File: src/rtl/wdt_pkg.sv
package wdt_pkg;
  typedef enum logic [1:0] {
    ADDR_CTRL = 2'd0,
    ADDR_STAT = 2'd1,
    ADDR_KEY  = 2'd2,
    ADDR_NONE = 2'd3
  } wdt_addr_e;

  localparam logic [7:0] KEY_ARM  = 8'h55;
  localparam logic [7:0] KEY_FIRE = 8'hAA;
  localparam logic [2:0] CHK_CODE = 3'b101;

  // control field positions
  localparam int CHK_LO  = 3;
  localparam int CHK_HI  = 5;
  localparam int DIS_BIT = 6;
  localparam int FLG_BIT = 7;
  // status field positions
  localparam int OVR_BIT = 0;
  localparam int MOD_BIT = 1;
endpackage

File: src/rtl/wdt_chain.sv
module wdt_chain #(
  parameter int BASE_DIV = 512,
  parameter int CNT_W    = 8,
  parameter int PS_W     = 3
) (
  input  logic            clk_i,
  input  logic            rst_ni,
  input  logic            clr_i,
  input  logic            en_i,
  input  logic [PS_W-1:0] psel_i,
  output logic            expire_o
);
  localparam int BD_W = (BASE_DIV > 2) ? $clog2(BASE_DIV) : 1;
  localparam int PC_W = (1 << PS_W) - 2;

  logic [BD_W-1:0]  base_q;
  logic [PC_W-1:0]  pre_q, pre_max;
  logic [CNT_W-1:0] cnt_q;
  logic base_tick, pre_tick;

  always_comb begin
    if (psel_i <= PS_W'(1)) pre_max = '0;
    else pre_max = PC_W'((32'd1 << (psel_i - PS_W'(1))) - 32'd1);
  end

  assign base_tick = (base_q == BD_W'(BASE_DIV - 1));
  // >= tolerates a prescale change in mid-count
  assign pre_tick  = base_tick && (pre_q >= pre_max);
  assign expire_o  = en_i && !clr_i && pre_tick && (&cnt_q);

  always_ff @(posedge clk_i or negedge rst_ni) begin
    if (!rst_ni) begin
      base_q <= '0;
      pre_q  <= '0;
      cnt_q  <= '0;
    end else if (clr_i) begin
      base_q <= '0;
      pre_q  <= '0;
      cnt_q  <= '0;
    end else if (en_i) begin
      base_q <= base_tick ? '0 : base_q + BD_W'(1);
      if (base_tick) pre_q <= pre_tick ? '0 : pre_q + PC_W'(1);
      if (pre_tick)  cnt_q <= cnt_q + CNT_W'(1);
    end
  end
endmodule

File: src/rtl/wdt_key.sv
module wdt_key (
  input  logic       clk_i,
  input  logic       rst_ni,
  input  logic       clr_i,
  input  logic       wr_i,
  input  logic [7:0] key_i,
  output logic       service_o
);
  import wdt_pkg::*;
  logic armed_q;

  assign service_o = wr_i && armed_q && (key_i == KEY_FIRE);

  always_ff @(posedge clk_i or negedge rst_ni) begin
    if (!rst_ni)    armed_q <= 1'b0;
    else if (clr_i) armed_q <= 1'b0;
    else if (wr_i)  armed_q <= (key_i == KEY_ARM);
  end
endmodule

File: src/rtl/wdt_pulse.sv
module wdt_pulse #(
  parameter int LEN = 512
) (
  input  logic clk_i,
  input  logic rst_ni,
  input  logic fire_i,
  output logic active_o
);
  localparam int LEN_W = $clog2(LEN + 1);
  logic [LEN_W-1:0] left_q;

  always_ff @(posedge clk_i or negedge rst_ni) begin
    if (!rst_ni) begin
      active_o <= 1'b0;
      left_q   <= '0;
    end else if (fire_i) begin
      active_o <= 1'b1;
      left_q   <= LEN_W'(LEN - 1);
    end else if (active_o) begin
      if (left_q == '0) active_o <= 1'b0;
      else left_q <= left_q - LEN_W'(1);
    end
  end
endmodule

File: src/rtl/keyed_wdt.sv
module keyed_wdt #(
  parameter int BASE_DIV = 512,
  parameter int CNT_W    = 8,
  parameter int PS_W     = 3,
  parameter int RST_LEN  = 512
) (
  input  logic        clk_i,
  input  logic        rst_ni,
  input  logic        prot_en_i,
  input  logic        bus_we_i,
  input  logic [1:0]  bus_addr_i,
  input  logic [15:0] bus_wdata_i,
  output logic [15:0] bus_rdata_o,
  output logic        wd_rst_no,
  output logic        wd_irq_o
);
  import wdt_pkg::*;
  localparam int N_PULSE = 2; // 0: device reset, 1: interrupt

  logic [PS_W-1:0] psel_q;
  logic dis_q, flag_q, ovr_q, mode_q;
  logic wr_ctrl, wr_stat, wr_key, key_ok, ctrl_ok, ctrl_bad;
  logic service, expire;
  logic [N_PULSE-1:0] fire, active;
  logic [7:0] unused_hi;

  assign unused_hi = bus_wdata_i[15:8];

  assign wr_ctrl  = bus_we_i && prot_en_i && (bus_addr_i == ADDR_CTRL);
  assign wr_stat  = bus_we_i && prot_en_i && (bus_addr_i == ADDR_STAT);
  assign wr_key   = bus_we_i && (bus_addr_i == ADDR_KEY);
  assign key_ok   = (bus_wdata_i[CHK_HI:CHK_LO] == CHK_CODE);
  assign ctrl_ok  = wr_ctrl && key_ok;
  assign ctrl_bad = wr_ctrl && !key_ok;

  wdt_key u_key (
    .clk_i     (clk_i),
    .rst_ni    (rst_ni),
    .clr_i     (active[0]),
    .wr_i      (wr_key),
    .key_i     (bus_wdata_i[7:0]),
    .service_o (service)
  );

  wdt_chain #(.BASE_DIV(BASE_DIV), .CNT_W(CNT_W), .PS_W(PS_W)) u_chain (
    .clk_i    (clk_i),
    .rst_ni   (rst_ni),
    .clr_i    (service || active[0]),
    .en_i     (!dis_q),
    .psel_i   (psel_q),
    .expire_o (expire)
  );

  assign fire[0] = (expire && !mode_q) || ctrl_bad;
  assign fire[1] = expire && mode_q;

  for (genvar g = 0; g < N_PULSE; g++) begin : g_pulse
    wdt_pulse #(.LEN(RST_LEN)) u_pulse (
      .clk_i    (clk_i),
      .rst_ni   (rst_ni),
      .fire_i   (fire[g]),
      .active_o (active[g])
    );
  end

  assign wd_rst_no = !active[0];
  assign wd_irq_o  = active[1];

  // flag and override only see power-on reset
  always_ff @(posedge clk_i or negedge rst_ni) begin
    if (!rst_ni) begin
      psel_q <= '0;
      dis_q  <= 1'b0;
      flag_q <= 1'b0;
      ovr_q  <= 1'b1;
      mode_q <= 1'b0;
    end else begin
      if (fire[0]) flag_q <= 1'b1;
      else if (ctrl_ok && bus_wdata_i[FLG_BIT]) flag_q <= 1'b0;
      if (ctrl_ok) begin
        psel_q <= bus_wdata_i[PS_W-1:0];
        if (ovr_q) dis_q <= bus_wdata_i[DIS_BIT];
      end
      if (wr_stat) begin
        mode_q <= bus_wdata_i[MOD_BIT];
        if (bus_wdata_i[OVR_BIT]) ovr_q <= 1'b0;
      end
    end
  end

  always_comb begin
    bus_rdata_o = '0;
    case (wdt_addr_e'(bus_addr_i))
      ADDR_CTRL: begin
        bus_rdata_o[FLG_BIT]    = flag_q;
        bus_rdata_o[DIS_BIT]    = dis_q;
        bus_rdata_o[PS_W-1:0]   = psel_q;
      end
      ADDR_STAT: begin
        bus_rdata_o[OVR_BIT]    = ovr_q;
        bus_rdata_o[MOD_BIT]    = mode_q;
        bus_rdata_o[2]          = wd_irq_o;
      end
      default: bus_rdata_o = '0;
    endcase
  end
endmodule

File: config.mk
export PLATFORM = sky130hd
export DESIGN_NAME = keyed_wdt
export DESIGN_NICKNAME = d
export VERILOG_FILES = /design/src/rtl/wdt_pkg.sv /design/src/rtl/wdt_chain.sv /design/src/rtl/wdt_key.sv /design/src/rtl/wdt_pulse.sv /design/src/rtl/keyed_wdt.sv
export SDC_FILE = /design/constraint.sdc
export NUM_CORES = 1
export LEC_CHECK = 0
export ABC_AREA = 1
export BUFFER_PORTS_ARGS = -buffer_cell sky130_fd_sc_hd__buf_2
export CAP_MARGIN = 20
export CORE_UTILIZATION = 65
export CTS_BUF_LIST = sky130_fd_sc_hd__clkbuf_8
export DETAILED_ROUTE_END_ITERATION = 12
export PLACE_DENSITY = 0.85
export SYNTH_ARGS = -nofsm -noshare
export SYNTH_HDL_FRONTEND = slang
export SYNTH_SLANG_ARGS = --single-unit
File: constraint.sdc
create_clock -name clk_i -period 4.8 [get_ports clk_i]
set_clock_uncertainty 0.1 [all_clocks]
set_input_delay 0.48 -clock clk_i [delete_from_list [all_inputs] [get_ports clk_i]]
set_output_delay 0.48 -clock clk_i [all_outputs]
set_load 0.05 [all_outputs]
# Word-level counts from Yosys, hierarchy flattened
# Index checks and enable logic that the tools add are counted.
[op_classes]
n_addsub = 7
order_cmp = 2
n_eq_ne = 9
n_shift = 1
muxes = 29
reduce_logical = 38
[ops]
columns = ["operator", "count"]
rows = [
  ["$mux W10", 6],
  ["$mux W6", 5],
  ["$mux W9", 3],
  ["$mux W8", 3],
  ["$logic_not A10 Y1", 2],
  ["$sub A10 B1 Y10 const B", 2],
  ["$logic_and A1 B1 Y1", 15],
  ["$reduce_and A2 Y1", 6],
  ["$reduce_bool A2 Y1", 6],
  ["$mux W1", 10],
  ["$add A9 B1 Y9 const B", 1],
  ["$eq A9 B9 Y1 const B", 1],
  ["$add A8 B1 Y8 const B", 1],
  ["$eq A8 B7 Y1 const B", 1],
  ["$eq A8 B8 Y1 const B", 1],
  ["$reduce_and A8 Y1", 1],
  ["$add A6 B1 Y6 const B", 1],
  ["$ge A6 B6 Y1", 1],
  ["$ne A2 B1 Y1 const B", 3],
  ["$pmux W3 S2", 1],
  ["$shl A1 B3 Y6 const A", 1],
  ["$sub A6 B1 Y6 const B", 1],
  ["$logic_not A1 Y1", 5],
  ["$eq A3 B3 Y1 const B", 1],
  ["7 further kinds", 8],
]
[word_totals]
register_bits = 53
in_bits = 22
output_inout_bits = 18
elab_cells = 99

# Longest topological paths before layout
[depth]
depth_word = 13
ltp_mapped = 17

# Hierarchy
# From an unflattened synthesis, not the netlist that was laid out.
[hier_totals]
hier_cells = 493
area_unflattened_um2 = 3612.2
[modules_own_cells]
columns = ["mod", "n_inst", "cells_each", "area_per_inst_um2", "seq_area_each_um2"]
rows = [
  ["wdt_chain", 1, 203, 1535.2, 575.6],
  ["wdt_pulse", 2, 101, 716.9, 275.3],
  ["keyed_wdt", 1, 68, 534.3, 176.4],
  ["wdt_key", 1, 20, 108.9, 25.0],
]

# Worst setup path before layout
# OpenSTA, ideal clock, no wires.
[synth_timing]
path_type = "input -> output"
from = "in bus_addr_i[0]"
to = "out bus_rdata_o[0]"
arrival_time_ps = 1802
required_ps = 4220
slack_ps = 2418
cell_stages = 3
path_buffers = 0
path_cell_list = "nor2_1 > inv_1 > o21ai_0"
[synth_between]
elab_chain_len = 2
[synth_rtl]
columns = ["item", "line", "rtl"]
rows = [
  ["from (decl)", "keyed_wdt.sv:11", "input logic [1:0] bus_addr_i,"],
  ["$eq A2 B1 Y1 or $logic_not A2 Y1 (tied branches)", "keyed_wdt.sv:93", "case (wdt_addr_e'(bus_addr_i))"],
  ["$pmux W3 S2 *", "keyed_wdt.sv:93", ""],
  ["to (decl)", "keyed_wdt.sv:13", "output logic [15:0] bus_rdata_o,"],
]
# Mark *: on every way between the ends. The rest lies on a longest branch, timed or not.

# Final worst setup path
[layout_timing]
from = "reg psel_q[1]"
to = "reg g_pulse[0].u_pulse.left_q[9]"
[layout_between]
elab_chain_len = 12
[layout_rtl]
columns = ["item", "line", "rtl"]
rows = [
  ["from (decl)", "keyed_wdt.sv:20", "logic [PS_W-1:0] psel_q;"],
  ["from (signal assigned)", "keyed_wdt.sv:81", "psel_q <= bus_wdata_i[PS_W-1:0];"],
  ["$sub A3 B1 Y3", "wdt_chain.sv:23", "else pre_max = PC_W'((32'd1 << (psel_i - PS_W'(1))) - 32'd1);"],
  ["$shl A1 B3 Y6", "wdt_chain.sv:23", ""],
  ["$sub A6 B1 Y6", "wdt_chain.sv:23", ""],
  ["$mux W6 *", "wdt_chain.sv:22", "if (psel_i <= PS_W'(1)) pre_max = '0;"],
  ["$ge A6 B6 Y1 *", "wdt_chain.sv:28", "assign pre_tick = base_tick && (pre_q >= pre_max);"],
  ["$logic_and A1 B1 Y1 *", "wdt_chain.sv:28", ""],
  ["$logic_and A1 B1 Y1 * (2 in a row)", "wdt_chain.sv:29", "assign expire_o = en_i && !clr_i && pre_tick && (&cnt_q);"],
  ["$logic_and A1 B1 Y1 *", "keyed_wdt.sv:54", "assign fire[0] = (expire && !mode_q) || ctrl_bad;"],
  ["$logic_or A1 B1 Y1 *", "keyed_wdt.sv:54", ""],
  ["$ne A2 B1 Y1 (no line) or $reduce_bool A2 Y1 (tied branches)", "n/a", ""],
  ["$reduce_and A2 Y1 (no line)", "n/a", ""],
  ["to (signal assigned)", "wdt_pulse.sv:18", "left_q <= LEN_W'(LEN - 1);"],
  ["to (signal assigned)", "wdt_pulse.sv:21", "else left_q <= left_q - LEN_W'(1);"],
  ["to (decl)", "wdt_pulse.sv:10", "logic [LEN_W-1:0] left_q;"],
]
# Marks and branches as above.
# A chain may end at the register's enable or synchronous reset.

==> results.tsv <==
metric	value	unit
Routed Wire Length	6253	um
Post-Synthesis Cells	431	
cts repair resizes	0	
fmax	372.6	MHz
Congestion Overflow GR	0	
final instance area	3485	um^2
Area after DPL	3383	um^2
CP arrival	2.78	ns
CTS max path bufs	2	
Initial DRT Pass Iterations	5	
Fin. Hold Viols	0	
post-route minimum period	2.684	ns
first-pass GRT wire length	10790	um
share of cells above drive strength 1	13.25	%
worst-margin pin slew	0.6584	ns
Worst setup SP type	flop	
row count	25	
worst hold path class	in2async	
Max IR drop VDD	0.1919	mV
Yosys cell types	36	
Final nets	487	
Area Growth Syn to Fin	6.055	%
IO Port Bufs	20	
clock sink total	53	
# IOs	40	
Fin Hold WS	0.1863	ns
Iteration-0 DRC Markers	113	
die width	73.10	um
setup_tns	0	ns
Yosys warning count	0	
status	complete, no violations	
Max Slew Vio Count	0	
Setup WS post-layout	2.116	ns
CTS buffer count	5	
PwrDens	278.1	nW/um^2
initial antenna violation count	0	
final worst path period share	55.91	%
Synth Register Bits	53	
total track usage	26.34	%
Worst Path Required	4.90	ns
HPWL after detailed placement	4664	um
Max Fanout on Critical Path	12	
Worst Setup Path Type	reg2reg	
H-tree lvl count	2	
DP Worst Slack	2.136	ns
Seq/Total Area, Yosys	40.40	%
Core ar.	4786	um^2
routed vias/inst	5.356	
largest net degree at the start of global routing	54	
P_leak	1.712	nW
Finish-stage setup viols	0	
RSZ-0062 raised after global routing	false	
Max-cap violations	0	
die area	5343	um^2
CTS root buffer	clkbuf_8	
setup bufs post-CTS	0	
clock slew at reported path FFs	0.09	ns
Clock Latency Late Sink	0.30	ns
vias in the first global route	2537	
Final ANT Viol Nets	0	
gp weighted congestion	0.8416	
Mean Syn Cell Area	7.623	um^2
Ant. Diodes	0	
Synth Cell Area	3286	um^2
CTS tree	done	
Die Height	73.10	um
max_slew headroom	56.11	%
DRC Markers	0	
final core occ	72.81	%
Starting Density	68.65	%
DR vias	2785	
drt wl/cell	12.03	um
# hold bufs at CTS	0	
Crit. End Element	flop	
flip-flops by register name, summed over array words and instances, names as in the netlist:
register                  count
dis_q                         1
flag_q                        1
g_pulse.u_pulse.active_o      2
g_pulse.u_pulse.left_q       20
mode_q                        1
ovr_q                         1
psel_q                        3
u_chain.base_q                9
u_chain.cnt_q                 8
u_chain.pre_q                 6
u_key.armed_q                 1
critical path, cell delays in order (launching register included):
cell and delay [ns]:
dfrtp_1 0.43, nor2_1 0.17, nand2_1 0.07, ha_1 0.26, or2_2 0.30, ha_1 0.27
nand2_1 0.05, nand2_1 0.05, nand2_1 0.04, nand2_1 0.09, nand2_2 0.12, nor2_4 0.19
nand3_2 0.25, nand2_1 0.13, nor2_1 0.05
cells by family after synthesis:
group,Yosys count,synth area share [%]
AO/OA/AOI/OAI,35,6.131
XOR/XNOR,14,3.732
adder cells (fa/ha/maj),13,4.951
buffers and inverters,72,10.36
flip-flops,53,40.40
multiplexers,1,0.3047
other,1,0.1141
AND/OR/NAND/NOR,242,34.01
metal layers:
layer | up-vias | routed length, um | track usage (%)
met2 | 57 | 3004 | 45.06
met3 | 13 | 188 | 4.144
met5 | - | 0 | 0
li1 | 1410 | - | -
met4 | 0 | 132 | 10.68
met1 | 1305 | 2928 | 33.24
cell usage after synthesis:
| cell | count | area (um^2) |
|---|---|---|
| dfrtp_1 | 52 | 1301 |
| o21ai_2 | 4 | 35.03 |
| mux2i_1 | 1 | 10.01 |
| nor2_2 | 3 | 18.77 |
| ha_1 | 13 | 162.7 |
| nor4_1 | 1 | 6.260 |
| nand3_2 | 4 | 40.04 |
| or2_1 | 1 | 6.260 |
| nand2_2 | 7 | 43.79 |
| a21oi_2 | 1 | 8.760 |
| dfstp_2 | 1 | 26.28 |
| nor2_4 | 2 | 22.52 |
| conb_1 | 1 | 3.750 |
| nor3_2 | 1 | 10.01 |
| inv_2 | 1 | 3.750 |
| a21oi_1 | 9 | 45.04 |
| nor3_1 | 5 | 25.02 |
| nor2_1 | 52 | 195.2 |
| nand2_1 | 95 | 356.6 |
| buf_6 | 3 | 33.78 |
| o41ai_1 | 1 | 8.760 |
| nand3_1 | 51 | 255.2 |
| o21ai_0 | 14 | 70.07 |
| o21ai_1 | 3 | 15.01 |
| xnor2_1 | 3 | 26.28 |
| xor2_1 | 11 | 96.34 |
| nand4_1 | 12 | 75.07 |
| nand2_4 | 2 | 22.52 |
| inv_1 | 53 | 198.9 |
| buf_4 | 12 | 90.09 |
| buf_1 | 1 | 3.750 |
| clkbuf_1 | 1 | 3.750 |
| or2_2 | 4 | 25.02 |
| inv_4 | 1 | 6.260 |
| nand3b_1 | 2 | 15.01 |
| o22ai_1 | 3 | 18.77 |
worst paths after layout:
path                                           endpoint           start  depth (start not counted)  slack [ns]
max reg2reg                g_pulse[0].u_pulse.left_q[9]       psel_q[1]                         14        2.12
min reg2reg                                       ovr_q           ovr_q                          2        0.38
max                        g_pulse[0].u_pulse.left_q[9]       psel_q[1]                         14        2.12
max in group asynchronous  g_pulse[0].u_pulse.left_q[7]          rst_ni                          2        3.98
min in group clk_i                            psel_q[0]  bus_wdata_i[0]                          3        0.34
min                                    u_chain.pre_q[4]          rst_ni                          2        0.19
stage by stage:
step,power (mW),instances
6_report,0.9692,520
5_1_grt,1.028,520
4_1_cts,0.9778,520
3_5_place_dp,0.7039,512
3_3_place_gp,0.6957,512
2_1_floorplan,0.6639,441
cell usage in the layout, fill, tap and decap left out, drive strengths merged:
cell / count
dfrtp: 52
dfstp: 1
nand4: 12
o21ai: 21
clkinv: 1
ha: 13
buf: 21
nor2: 57
inv: 55
mux2i: 1
nor4: 1
o41ai: 1
clkbuf: 7
or2: 5
nand3: 55
nand3b: 2
o22ai: 3
conb: 11
nor3: 6
a21oi: 10
nand2: 104
xor2: 11
xnor2: 3
final cells by class:
| cell class | instances | area, um^2 |
|---|---|---|
| multi-input combinational | 316 | 1655 |
| sequential | 53 | 1328 |
| fill | 373 | 1301 |
| inverter | 55 | 209.0 |
| timing repair buffer | 21 | 107.6 |
| clock buffer | 7 | 96.34 |
| tap | 67 | 83.83 |
| clock inverter | 1 | 5.005 |
where the power goes:
group          switching, mW  internal (mW)
combinational          0.123         0.0660
clock                  0.143          0.131
sequential            0.0276          0.479
total                  0.293          0.676
Power figures use the tool's default switching activity.
